$ cat src/rtl/wdt_pkg.sv
package wdt_pkg;

    localparam logic [7:0] KEY_KICK  = 8'h4E;
    localparam logic [7:0] KEY_STOP  = 8'hB1;
    localparam logic [7:0] KEY_MODE  = 8'hDB;
    localparam logic [2:0] CFG_MAGIC = 3'b011;

    typedef enum logic [1:0] {
        HM_IDLE1 = 2'd0,
        HM_IDLE2 = 2'd1,
        HM_STOP  = 2'd2,
        HM_RUN   = 2'd3
    } halt_mode_e;

    typedef struct packed {
        logic       en;
        logic [1:0] span;
        halt_mode_e halt;
    } wdt_cfg_t;

    localparam wdt_cfg_t CFG_RESET = '{en: 1'b1, span: 2'd3, halt: HM_RUN};

    // log2 of the tick count for a given timeout code
    function automatic int span_log2(input int base, input logic [1:0] code);
        return base + 2 * int'(code);
    endfunction

endpackage

$ cat src/rtl/wdt_regs.sv
module wdt_regs
    import wdt_pkg::*;
#(
    parameter logic [7:0] ADDR_CFG = 8'hF0,
    parameter logic [7:0] ADDR_KEY = 8'hF1
) (
    input  logic       clk,
    input  logic       rst,
    input  logic       io_wr,
    input  logic [7:0] io_addr,
    input  logic [7:0] io_wdata,
    output wdt_cfg_t   cfg,
    output logic       running,
    output logic       kick
);

    logic cfg_wr;
    logic key_wr;
    logic mode_armed;

    assign cfg_wr = io_wr && (io_addr == ADDR_CFG) && (io_wdata[2:0] == CFG_MAGIC);
    assign key_wr = io_wr && (io_addr == ADDR_KEY);
    assign kick   = key_wr && (io_wdata == KEY_KICK);

    always_ff @(posedge clk) begin
        if (rst) begin
            cfg        <= CFG_RESET;
            running    <= 1'b1;
            mode_armed <= 1'b0;
        end else if (cfg_wr) begin
            cfg.en     <= io_wdata[7];
            cfg.span   <= io_wdata[6:5];
            if (mode_armed) begin
                cfg.halt <= halt_mode_e'(io_wdata[4:3]);
            end
            mode_armed <= 1'b0;
            if (io_wdata[7]) begin
                running <= 1'b1;
            end
        end else if (key_wr) begin
            unique case (io_wdata)
                KEY_KICK: ;
                KEY_STOP: begin
                    if (!cfg.en) begin
                        running <= 1'b0;
                    end
                end
                KEY_MODE: mode_armed <= 1'b1;
                default:  mode_armed <= 1'b0;
            endcase
        end
    end

endmodule

$ cat src/rtl/wdt_count.sv
module wdt_count
    import wdt_pkg::*;
#(
    parameter int BASE_LOG2 = 16,
    localparam int CNT_W    = BASE_LOG2 + 7
) (
    input  logic       clk,
    input  logic       rst,
    input  logic       tick,
    input  logic       running,
    input  logic       kick,
    input  logic       hold,
    input  logic [1:0] span,
    output logic       expire
);

    logic [CNT_W-1:0] count;
    logic [CNT_W-1:0] last_val;

    always_comb begin
        last_val = (CNT_W'(1) << span_log2(BASE_LOG2, span)) - CNT_W'(1);
    end

    assign expire = running && tick && !kick && !hold && (count >= last_val);

    always_ff @(posedge clk) begin
        if (rst) begin
            count <= '0;
        end else if (hold || expire || kick || !running) begin
            count <= '0;
        end else if (tick) begin
            count <= count + CNT_W'(1);
        end
    end

endmodule

$ cat src/rtl/wdt_pulse.sv
module wdt_pulse #(
    parameter int PULSE_LEN = 16,
    localparam int PW       = $clog2(PULSE_LEN + 1)
) (
    input  logic clk,
    input  logic rst,
    input  logic fire,
    output logic active
);

    logic [PW-1:0] remain;

    always_ff @(posedge clk) begin
        if (rst) begin
            remain <= '0;
        end else if (remain != '0) begin
            remain <= remain - PW'(1);
        end else if (fire) begin
            remain <= PW'(PULSE_LEN);
        end
    end

    assign active = (remain != '0);

endmodule

$ cat src/rtl/wdt_keyed_top.sv
module wdt_keyed_top
    import wdt_pkg::*;
#(
    parameter int         BASE_LOG2 = 16,
    parameter int         PULSE_LEN = 16,
    parameter logic [7:0] ADDR_CFG  = 8'hF0,
    parameter logic [7:0] ADDR_KEY  = 8'hF1
) (
    input  logic       clk,
    input  logic       rst,
    input  logic       io_wr,
    input  logic [7:0] io_addr,
    input  logic [7:0] io_wdata,
    input  logic       tick,
    output logic       wdt_rst,
    output logic [1:0] halt_mode
);

    wdt_cfg_t cfg;
    logic     running;
    logic     kick;
    logic     expire;
    logic     pulse_on;

    wdt_regs #(
        .ADDR_CFG (ADDR_CFG),
        .ADDR_KEY (ADDR_KEY)
    ) regs_i (
        .clk      (clk),
        .rst      (rst),
        .io_wr    (io_wr),
        .io_addr  (io_addr),
        .io_wdata (io_wdata),
        .cfg      (cfg),
        .running  (running),
        .kick     (kick)
    );

    wdt_count #(
        .BASE_LOG2 (BASE_LOG2)
    ) count_i (
        .clk     (clk),
        .rst     (rst),
        .tick    (tick),
        .running (running),
        .kick    (kick),
        .hold    (pulse_on),
        .span    (cfg.span),
        .expire  (expire)
    );

    wdt_pulse #(
        .PULSE_LEN (PULSE_LEN)
    ) pulse_i (
        .clk    (clk),
        .rst    (rst),
        .fire   (expire),
        .active (pulse_on)
    );

    assign wdt_rst   = pulse_on;
    assign halt_mode = cfg.halt;

endmodule

$ cat config.mk
export PLATFORM = sky130hd
export DESIGN_NAME = wdt_keyed_top
export DESIGN_NICKNAME = d
export VERILOG_FILES = /design/src/rtl/wdt_pkg.sv /design/src/rtl/wdt_regs.sv /design/src/rtl/wdt_count.sv /design/src/rtl/wdt_pulse.sv /design/src/rtl/wdt_keyed_top.sv
export SDC_FILE = /design/constraint.sdc
export NUM_CORES = 1
export LEC_CHECK = 0
export BUFFER_PORTS_ARGS = -buffer_cell sky130_fd_sc_hd__buf_2
export CORE_ASPECT_RATIO = 0.8
export CORE_MARGIN = 2
export CORE_UTILIZATION = 40
export DETAILED_ROUTE_END_ITERATION = 16
export PLACE_DENSITY = 0.55
export SETUP_SLACK_MARGIN = 0.5
export SLEW_MARGIN = 20
export SYNTH_ARGS = -nofsm -noshare
export SYNTH_HDL_FRONTEND = slang
export SYNTH_HIERARCHICAL = 1
export SYNTH_SLANG_ARGS = --single-unit
$ cat constraint.sdc
create_clock -name clk -period 3.25 [get_ports clk]
set_input_delay 0.65 -clock clk [delete_from_list [all_inputs] [get_ports clk]]
set_output_delay 0.65 -clock clk [all_outputs]
set_load 0.01 [all_outputs]
=== Word-level counts from Yosys, hierarchy flattened ===
Cells that the tools add are included.

* Bitwise operators: 1
* Equal/unequal tests: 8
* Reduce and logical (&&, ||, !) cells: 24
* Muxes and demuxes: 8
* Add/sub/neg operators: 4
* Order comparisons: 1
* Shifts and indexed selects: 1

{| class="wikitable"
|+ Operator list
! cell !! number
|-
| equality test 8 bit (second input constant) || 4
|-
| left shift 1 x 32 -> 23 bit (first input constant) || 1
|-
| adder 23 x 1 -> 23 bit (second input constant) || 1
|-
| >= comparator 23 bit || 1
|-
| subtractor 23 x 2 -> 23 bit (second input constant) || 1
|-
| two-way mux 5 bit || 2
|-
| equality test 8 x 7 -> 1 bit (second input constant) || 1
|-
| logical AND 1 bit || 8
|-
| adder 5 x 3 -> 6 bit (first input constant) || 1
|-
| nonzero test 2 bit || 3
|-
| OR reduction 2 bit || 3
|-
| two-way mux 1 bit || 5
|-
| nonzero test 5 bit || 1
|-
| subtractor 5 x 1 -> 5 bit (second input constant) || 1
|-
| != test 2 bit (second input constant) || 2
|-
| AND reduction 2 bit || 2
|-
| AND reduction 4 bit || 1
|-
| equality test 3 x 2 -> 1 bit (second input constant) || 1
|-
| logical NOT 1 bit || 3
|-
| logical OR 1 bit || 3
|-
| one-hot mux 1 bit (2 select lines) || 1
|-
| inverter 1 bit || 1
|}

* Logic and storage cells: 54
* Output and inout bits: 3
* Input port bits: 20
* Bits in registers: 35

=== Depth between registers and ports, before layout ===
Gate-level depths: netlist of run 1.

* Word-level depth: 11
* Gate-level depth with buffers: 10
* Gate-level depth less buffers: 10

=== Cells and area by module ===
The synthesis of run 1 kept the hierarchy.

{| class="wikitable"
|+ By module, submodules not included
! module !! cells an instance !! area each (µm²) !! seq. area each (µm²) !! instances
|-
| wdt_count || 149 || 1295.0 || 460.4 || 1
|-
| wdt_regs || 40 || 391.6 || 140.1 || 1
|-
| wdt_pulse || 24 || 250.2 || 100.1 || 1
|}

=== Worst setup path after synthesis of run 1 ===
No wires, ideal clock.

* Path type: input to register
* Start: input port tick
* End: register pulse_i.remain[4]
* Required time: 3186 ps
* Library setup time: 64 ps
* Buffers on the path: 1
* Setup slack: 1255 ps
* Stages: 8
* Data arrival time: 1931 ps
* Path through: clkbuf_1 -> nand2_1 -> nor3_2 -> nand3b_4 -> a21oi_1 -> nor2b_1 -> mux2i_1 -> nor2_1

* Longest elaborated chain between the ends: 5

{| class="wikitable"
|+ Ends and longest elaborated chain
! item !! line !! source
|-
| start: declaration || wdt_keyed_top.sv:14 || <nowiki>input logic tick,</nowiki>
|-
| logical AND 1 bit (4 in a row) || wdt_count.sv:24 || <nowiki>assign expire = running && tick && !kick && !hold && (count >= last_val);</nowiki>
|-
| named net expire || wdt_keyed_top.sv:22 || <nowiki>logic expire;</nowiki>
|-
| nonzero test 2 bit (no source line) || -- ||
|-
| end signal: assignment || wdt_pulse.sv:17 || <nowiki>remain <= remain - PW'(1);</nowiki>
|-
| end signal: assignment || wdt_pulse.sv:19 || <nowiki>remain <= PW'(PULSE_LEN);</nowiki>
|-
| end: declaration || wdt_pulse.sv:11 || <nowiki>logic [PW-1:0] remain;</nowiki>
|}

The timed path passes the listed nets, and every way through them passes these cells.
A chain may end at the register's enable or synchronous reset.

=== Final worst setup path of run 1 ===
* Start: register regs_i/cfg[3] (netlist name)
* End: register count_i.count[2]

* Longest elaborated chain between the ends: 9

{| class="wikitable"
|+ Ends and longest elaborated chain
! item !! line !! source
|-
| adder 5 x 3 -> 6 bit || wdt_pkg.sv:25 || <nowiki>return base + 2 * int'(code);</nowiki>
|-
| left shift 1 x 32 -> 23 bit || wdt_count.sv:21 || <nowiki>last_val = (CNT_W'(1) << span_log2(BASE_LOG2, span)) - CNT_W'(1);</nowiki>
|-
| subtractor 23 x 2 -> 23 bit || wdt_count.sv:21 ||
|-
| >= comparator 23 bit || wdt_count.sv:24 ||
|-
| logical AND 1 bit || wdt_count.sv:24 ||
|-
| logical OR 1 bit (3 in a row) || wdt_count.sv:29 || <nowiki>end else if (hold || expire || kick || !running) begin</nowiki>
|-
| OR reduction 2 bit (no source line) || -- ||
|-
| end signal: assignment || wdt_count.sv:32 || <nowiki>count <= count + CNT_W'(1);</nowiki>
|-
| end: declaration || wdt_count.sv:17 || <nowiki>logic [CNT_W-1:0] count;</nowiki>
|}

No other way between the ends.

==> out/qor.txt, run 1 <==
sw frac = 29.2%
vias post-DR = 1524
M2 GR Usage = 21.1%
antenna cells = 0
CP startpoint kind = flip-flop
cell count after synthesis = 213
Cell Rows = 22
Die Height = 66.2 um
Final Hold Vio Count = 0
clk buf depth = 2
crit path time final = 2.33 ns
clock-pin slew on the worst setup and hold paths = 0.07 ns
total iterations of the first detailed-routing run = 4
initial core utilization = 41.9%
f_max = 0.430 GHz
Synth Net Count = 240
final setup violation count = 0
Setup TNS = 0 ns
clock root cell = clkbuf_8
Netlist Area Pre-Place = 1940 sq um
Post-Place Cells = 290
post-CTS setup buffers = 0
Syn Area/Cell = 9.09 sq um
required time of the worst setup path = 3.47 ns
Synth area leader = dfxtp_1
global-route track usage on met3 = 4.51%
number of non-filler instances in the completed layout = 298
Final #Nets = 264
Unique masters post-synth = 46
H-tree depth = 2
Hold Path Class = reg -> reg
worst endpoint data arrival time = 2.54 ns
I/O pins = 23
Seq cells post-synth = 35
Detail Placement HPWL = 2750 um
Yosys warnings = 6
share of layout cells above drive strength 1 = 26.5%
status = finished, final reports clean
power share of the combinational group = 22.9%
gr ovfl total = 0
Area Overhead vs Synth = 13.0%
Clock power frac = 32.5%
clk_lat worst skew = 0.28 ns
met1 usage = 22.0%
Final Slew Violations = 0
Vias/cell = 5.11
total track usage = 15.3%
vias in the first global route = 1389
Pleak = 0.857 nW
Seq pwr share = 44.7%
Psw = 0.310 mW
max_slew headroom = 46.2%
WS Path Type = reg -> reg
global-route wire length before repair = 6270 um
PwrDens = 485 nW/um^2
worst-margin pin slew = 0.799 ns
Seq/Total Area, Yosys = 36.2%
Die ar. = 5420 sq um
Layout Skew = 0.00230 ns
CTS sink cnt = 35
fin crit share = 71.6%
Synth area leaders = dfxtp_1, nor2_2, xor2_1, ha_1, xnor2_1
Fillers = 491
RSZ-0062 raised after global routing = false
Detail Route Antenna Nets = 0
Yosys top cell area share = 36.2%
drt total wl = 3600 um
largest net degree at the start of global routing = 22
First DRT Iteration DRCs = 52
gpl congestion = 0.732
antenna violations before repair = 0
CTS tree = done
Routed wire per std cell = 12.1 um
die extent in x = 81.8 um
MaxCap Viol Count = 0
crit-path max FO = 21
VDD IR max = 0.242 mV
most used routing layer = met1
final routed DRC violation total = 0
Int Pwr = 0.750 mW
total CTS buffers = 5
Port Buf Inserts = 22
Setup crit end kind = flip-flop
Core Footprint = 4620 sq um
-- power groups by stage --
stage               registers, mW  clock network (mW)  logic (mW)
floorplan                   0.479                   0       0.207
global placement            0.484                   0       0.240
detailed placement          0.484                   0       0.241
CTS                         0.474               0.361       0.242
global route                0.477               0.379       0.274
finish                      0.474               0.344       0.243
-- registers in the layout (all words and copies together) (netlist names) --
name	flops
count_i/count	23
pulse_i/remain	5
regs_i/cfg	5
regs_i/mode_armed	1
regs_i/running	1
-- cell usage in the layout (no fill, tap or decap), types with 3 or more instances in the layout --
cell and instances:
buf_2 22, nand4_1 10, nand3_1 7, nor3b_1 3, nor3_1 7, clkbuf_8 7
a21oi_1 7, nor2_1 13, ha_1 7, nand2_1 15, inv_1 10, xor2_1 14
nor4_1 3, and3_1 7, a211o_1 5, dfxtp_1 35, nor2_2 20, xnor2_1 8
-- through the flow --
step                      setup slack [ns]  instance area [sq um]  utilization (%)  power (mW)  hold WS (ns)
final                                0.924                   2190             47.3        1.06         0.454
after CTS                            0.696                   2180             47.2        1.08         0.457
after detailed placement             0.719                   2080             45.0       0.725         0.447
after floorplan                       1.26                   1940                -       0.686         0.426
after global routing                 0.643                   2190             47.3        1.13         0.465
after global placement               0.739                   2080             45.0       0.725         0.446
-- what timing repair did --
item                                    CTS  global route
endpoints found under the setup margin    0             1
hold endpoints to repair                  0             0
hold buffers                              0             0
gates resized for setup                   0             1
-- layout make-up --
cell class | instances | area (sq um) | area share (%)
flip-flops and latches | 35 | 701 | 32.0
repair buffers | 22 | 110 | 5.03
inverters | 11 | 41.3 | 1.89
clock buffers | 8 | 100 | 4.57
well taps | 60 | 75.1 | 3.43
multi-input cells | 162 | 1160 | 53.1
-- path summary, 6_finish.rpt --
kind / startpoint / endpoint / slack [ns] / depth (start not counted)
setup / recovery: regs_i/cfg[3] / count_i/count[2] / 0.92 / 7
setup reg to reg: regs_i/cfg[3] / count_i/count[2] / 0.92 / 7
hold / removal: regs_i/running / regs_i/running / 0.45 / 2
hold reg to reg: regs_i/running / regs_i/running / 0.45 / 2
-- kinds of logic (layout without fill, tap and decap cells) --
family / Yosys count / in the layout / share of synthesized area [%]
XOR/XNOR: 22 / 22 / 9.95
buffers and inverters: 16 / 41 / 4.26
flip-flops: 35 / 35 / 36.2
other: 1 / 1 / 0.194
adder cells (fa/ha/maj): 7 / 7 / 4.52
AO/OA/AOI/OAI: 21 / 21 / 8.20
multiplexers: 3 / 3 / 1.61
AND/OR/NAND/NOR: 108 / 108 / 35.1
-- cells in the mapped netlist, drive strengths merged --
library cell and number:
clkbuf 2, nand2b 1, mux2 1, nor2b 2, xnor2 8, o31ai 2
conb 1, or4 1, and2b 1, nand3 8, o211ai 1, ha 7
or3b 1, nor3b 3, a21oi 7, xor2 14, nand3b 2, mux2i 2
nand4b 1, or2 2, nand2 15, and4bb 2, o41ai 2, and4b 2
o21ai 2, nor2 33, nor4 3, dfxtp 35, a211oi 2, and3 8
buf 3, nor3 8, or3 1, nor4b 4, inv 11, a211o 5
nand4 10
-- per-layer routing --
| metal | up-vias | wire (um) |
|---|---|---|
| met3 | 7 | 158 |
| met5 | - | 0 |
| met4 | 0 | 56 |
| li1 | 798 | - |
| met2 | 22 | 1430 |
| met1 | 697 | 1950 |
-- critical path, stage by stage, from the launching register on --
cell      delay, ns
dfxtp_1        0.44
nand2_1        0.09
ha_1           0.30
a211oi_1       0.20
nor2_1         0.07
o31ai_1        0.50
nand3_4        0.45
nor2_2         0.21
No activity file was read; power rests on OpenSTA's default activity.
==> run 2: changes to the inputs <==
Clock period 3.25 ns to 2.35 ns, I/O delays scaled along.
==> out/qor.txt, run 2 (synthesis results as in run 1) <==
Setup TNS = 0 ns (unchanged)
largest net degree at the start of global routing = 22 (unchanged)
f_max = 0.523 GHz (+22%)
Reg area = 711 sq um (+1.4%)
vias post-DR = 1531 (+0.46%)
clk buf depth = 2 (unchanged)
crit path time final = 1.91 ns (-0.413 ns)
WS Path Type = reg -> reg
pre-CTS setup slack = 0.393 ns (-0.326 ns)
drt total wl = 3720 um (+3.4%)
initial core utilization = 41.9% (unchanged)
total iterations of the first detailed-routing run = 4 (unchanged)
final routed DRC violation total = 0 (unchanged)
Buf/Inv on CP = 0 (unchanged)
Die Height = 66.2 um (unchanged)
clock root cell = clkbuf_8
Largest register FFs = 23 (unchanged)
Final Hold Vio Count = 0 (unchanged)
CTS tree = done
RSZ-0062 raised after global routing = true
Setup crit end kind = flip-flop
Most flops, register = count_i/count
Port Buf Inserts = 22 (unchanged)
clock-pin slew on the worst setup and hold paths = 0.07 ns (about the same)
Die ar. = 5420 sq um (unchanged)
slowest cell on the critical path = dfxtp_4
MaxCap Viol Count = 0 (unchanged)
commonest non-fill, non-tap cell in the layout = dfxtp_1
crit-path max cell delay = 0.39 ns (-0.11 ns)
Layout Skew = 0.00675 ns (+0.00446 ns)
final setup margin = 0.437 ns (-0.487 ns)
required time of the worst setup path = 2.58 ns (-0.89 ns)
Post-Place Cells = 293 (+1.0%)
total CTS buffers = 5 (unchanged)
Area Overhead vs Synth = 21.4%
delay-heaviest family, CP = simple AND/OR/NAND/NOR gates
most used routing layer = met2
Final Slew Violations = 0 (unchanged)
clk_lat worst skew = 0.29 ns (about the same)
I/O pins = 23 (unchanged)
Pleak = 0.887 nW (+3.5%)
H-tree depth = 2 (unchanged)
M2 GR Usage = 23.6% (+2.4 points)
VDD IR max = 0.378 mV (+56%)
met1 usage = 20.3% (-1.7 points)
share of layout cells above drive strength 1 = 36.7% (+10 points)
Post-Route Utilization = 50.8% (+3.5 points)
PwrDens = 657 nW/um^2 (+35%)
DP Area = 2130 sq um (+2.4%)
die extent in x = 81.8 um (unchanged)
Fillers = 455 (-7.3%)
Vias/cell = 5.02 (-1.8%)
vias in the first global route = 1455 (+4.8%)
Detail Route Antenna Nets = 0 (unchanged)
gpl congestion = 0.740 (+1.1%)
antenna violations before repair = 0 (unchanged)
Cell Rows = 22 (unchanged)
total track usage = 15.4% (about the same)
CTS sink cnt = 35 (unchanged)
biggest regs = count_i/count (23), pulse_i/remain (5), regs_i/cfg (5)
CP startpoint kind = flip-flop
area of the multi-input gates = 1250 sq um (+7.5%)
antenna cells = 0 (unchanged)
most frequent cells in the layout = dfxtp_1, buf_2, nor2_2
final setup violation count = 0 (unchanged)
CTS Hold Buffers Added = 0 (unchanged)
status = finished, final reports clean
Core Footprint = 4620 sq um (unchanged)
Detail Placement HPWL = 2620 um (-4.5%)
worst endpoint data arrival time = 2.15 ns (-0.39 ns)
crit-path max FO = 8 (-62%)
worst hold slack = 0.418 ns (-0.0360 ns)
number of non-filler instances in the completed layout = 305 (+2.3%)
CP Cell Sequence = nand2_1 -> ha_4 -> nand4_1 -> a211o_1 -> nand3b_4 -> a21oi_4 -> nor2b_1 -> mux2i_1 -> nor2_1
Routed wire per std cell = 12.2 um (+1.1%)
gr ovfl total = 0 (unchanged)
fin crit share = 81.4% (+9.8 points)
Hold Path Class = in -> reg
global-route wire length before repair = 6400 um (+2.0%)
Overall Power = 1.54 mW (+46%)
First DRT Iteration DRCs = 50 (-3.8%)
Finished Cell Area = 2350 sq um (+7.4%)
global-route track usage on met3 = 4.10% (-0.41 points)
Final #Nets = 271 (+2.7%)
## run 2: worst reg2reg max path: cells and delay by family (launching register included)
family	cells	cell delay, ns
compound gates	2	0.50
fa+ha+maj	1	0.28
flops	1	0.39
mux	1	0.07
simple gates	5	0.63
## run 2: final timing paths
kind,start,end,slack (ns),cells after the start
setup reg to reg,regs_i/cfg[3],pulse_i/remain[4],0.44,9
setup / recovery,regs_i/cfg[3],pulse_i/remain[4],0.44,9
hold / removal,io_wdata[6],regs_i/cfg[3],0.42,2
hold reg to reg,regs_i/running,regs_i/running,0.45,2
## run 2: final cells by class
cell class              count  share of cell area (%)
well taps                  60                    3.19
flip-flops and latches     35                    30.2
repair buffers             29                    7.45
clock buffers               8                    4.26
inverters                  11                    1.76
multi-input cells         162                    53.1
## run 2: where the power goes
group          switching (mW)  internal (mW)  total, mW  leakage [nW]
Sequential             0.0341          0.624      0.658         0.284
Clock                   0.213          0.267      0.481        0.0515
Combinational           0.210          0.194      0.405         0.551
## run 2: repair_timing
item / CTS / global route
endpoints found under the setup margin: 26 / 27
gates resized for setup: 11 / 10
setup buffers: 1 / 3
pin swaps: 4 / 5
## run 2: layer usage
layer | wire [um] | share of wire, %
met1 | 1980 | 53
met2 | 1590 | 43
met3 | 93 | 2.5
met4 | 57 | 1.5
met5 | 0 | 0
==> run 3: changes to the inputs <==
Settings changed: PLACE_DENSITY 0.55 to 0.58.
Clock period 2.35 ns to 1.61 ns, I/O delays scaled along.
==> out/qor.txt, run 3 (synthesis results as in run 1) <==
clock-pin slew on the worst setup and hold paths = 0.07 ns (about the same)
sw frac = 30.0% (+0.36 points)
H-tree depth = 2 (unchanged)
I/O pins = 23 (unchanged)
pre-CTS setup slack = -0.389 ns (-0.782 ns)
biggest regs = count_i/count (23), pulse_i/remain (5), regs_i/cfg (5)
Detail Route Antenna Nets = 0 (unchanged)
CTS tree = done
Overall Power = 2.47 mW (+60%)
Post-Route Utilization = 63.6% (+13 points)
total iterations of the first detailed-routing run = 4 (unchanged)
worst hold slack = 0.342 ns (-0.0760 ns)
CP Cell Sequence = inv_2 -> ha_4 -> or3b_4 -> a211oi_2 -> o31ai_2 -> buf_4 -> buf_4 -> nand3_2 -> buf_12 -> nor2_2
Detail Placement HPWL = 3080 um (+17%)
final routed DRC violation total = 0 (unchanged)
final setup violation count = 27 (+27)
total track usage = 19.3% (+4.0 points)
MaxCap Viol Count = 0 (unchanged)
vias in the first global route = 1739 (+20%)
largest net degree at the start of global routing = 16 (-27%)
Seq pwr share = 38.7% (-3.9 points)
Hold Path Class = in -> reg
Post-Place Cells = 337 (+15%)
f_max = 0.495 GHz (-5.3%)
initial core utilization = 41.9% (unchanged)
Setup TNS = -10.21 ns (-10.21 ns)
antenna cells = 0 (unchanged)
power share of the combinational group = 36.3% (+10 points)
FF-to-FF path depth = 10 (+1)
Port Buf Inserts = 22 (unchanged)
most frequent cells in the layout = buf_4, dfxtp_1, nor2_2, buf_6, xor2_1
crit-path max cell delay = 0.37 ns (-0.02 ns)
Psw = 0.740 mW (+62%)
First DRT Iteration DRCs = 43 (-14%)
fin crit share = 126% (+44 points)
Setup crit end kind = flip-flop
die extent in x = 81.8 um (unchanged)
commonest non-fill, non-tap cell in the layout = buf_4
CTS sink cnt = 35 (unchanged)
CTS Hold Buffers Added = 0 (unchanged)
WS Path Type = reg -> reg
Fillers = 407 (-11%)
Die ar. = 5420 sq um (unchanged)
status = complete, but fails checks
clk_lat worst skew = 0.29 ns (about the same)
delay-heaviest family, CP = simple AND/OR/NAND/NOR gates
gr ovfl total = 0 (unchanged)
area of the multi-input gates = 1320 sq um (+6.0%)
Buf/Inv on CP = 4 (+4)
vias post-DR = 1774 (+16%)
Reg area = 706 sq um (-0.70%)
RSZ-0062 raised after global routing = true
DP Area = 2530 sq um (+19%)
Most flops, register = count_i/count
Routed wire per std cell = 12.6 um (+3.2%)
Final Slew Violations = 0 (unchanged)
antenna violations before repair = 0 (unchanged)
final setup margin = -0.411 ns (-0.848 ns)
Finished Cell Area = 2940 sq um (+25%)
CP startpoint kind = flip-flop
Final #Nets = 329 (+21%)
slowest cell on the critical path = or3b_4
Vias/cell = 4.89 (-2.6%)
Largest register FFs = 23 (unchanged)
hold path cells = 4 (+2)
number of non-filler instances in the completed layout = 363 (+19%)
share of layout cells above drive strength 1 = 51.5% (+15 points)
clk buf depth = 2 (unchanged)
Int Pwr = 1.73 mW (+59%)
Clock power frac = 25.0% (-6.1 points)
Layout Skew = 0.00303 ns (-0.00372 ns)
Area Overhead vs Synth = 51.8%
total CTS buffers = 5 (unchanged)
required time of the worst setup path = 1.80 ns (-0.78 ns)
crit path time final = 2.02 ns (+0.108 ns)
Die Height = 66.2 um (unchanged)
Core Footprint = 4620 sq um (unchanged)
Cell Rows = 22 (unchanged)
crit-path max FO = 10 (+2)
worst endpoint data arrival time = 2.21 ns (+0.06 ns)
failing checks = negative setup slack
Final Hold Vio Count = 0 (unchanged)
clock root cell = clkbuf_8
PwrDens = 839 nW/um^2 (+28%)
gpl congestion = 0.753 (+1.7%)
most common cell type on the critical path = buf_4
global-route wire length before repair = 7910 um (+24%)
VDD IR max = 0.605 mV (+60%)
drt total wl = 4570 um (+23%)
Critical Path Stages = 10 (+1)
Pleak = 1.21 nW (+36%)
[run 3: final timing paths]
kind	start	end	slack [ns]
max	regs_i/cfg[3]	count_i/count[19]	-0.41
min	io_wdata[7]	regs_i/cfg[4]	0.34
max reg2reg	regs_i/cfg[3]	count_i/count[19]	-0.41
min reg2reg	regs_i/cfg[0]	regs_i/cfg[0]	0.45
[run 3: power groups by stage]
| stage | combinational (mW) | clock, mW | sequential [mW] |
|---|---|---|---|
| 2_1_floorplan | 0.443 | 0 | 0.971 |
| 3_5_place_dp | 0.737 | 0 | 0.970 |
| 4_1_cts | 0.842 | 0.636 | 0.952 |
| 3_3_place_gp | 0.729 | 0 | 0.970 |
| 6_report | 0.897 | 0.616 | 0.954 |
| 5_1_grt | 0.967 | 0.672 | 0.958 |
[run 3: timing repair]
item | 4_1_cts | 5_1_grt
cloned | 1 | 0
pin swaps | 24 | 9
hold endpoints to repair | 0 | 0
gates resized for setup | 32 | 8
endpoints found under the setup margin | 34 | 37
setup buffers | 9 | 8
[run 3: layout make-up]
type | instances | area share, %
inverter | 11 | 1.40
clock inverter | 1 | 0.170
timing repair buffer | 86 | 24.3
sequential | 35 | 24.0
multi-input combinational | 163 | 45.0
clock buffer | 7 | 2.60
tap | 60 | 2.55
[run 3: routing by layer]
metal  vias up  GRT usage [%]  routed length, um
li1        928              -                  -
met2        11           29.0               2020
met1       828           26.7               2370
met5         -              0                  0
met4         0           7.50                 71
met3         7           4.51                108
[run 3: worst reg2reg max path: cells and delay by family, from the launching register on]
kind / cells / cell delay, ns
AND/OR/NAND/NOR: 3 / 0.52
buffers and inverters: 4 / 0.49
AO/OA/AOI/OAI: 2 / 0.30
flip-flops: 1 / 0.35
adder cells (fa/ha/maj): 1 / 0.25
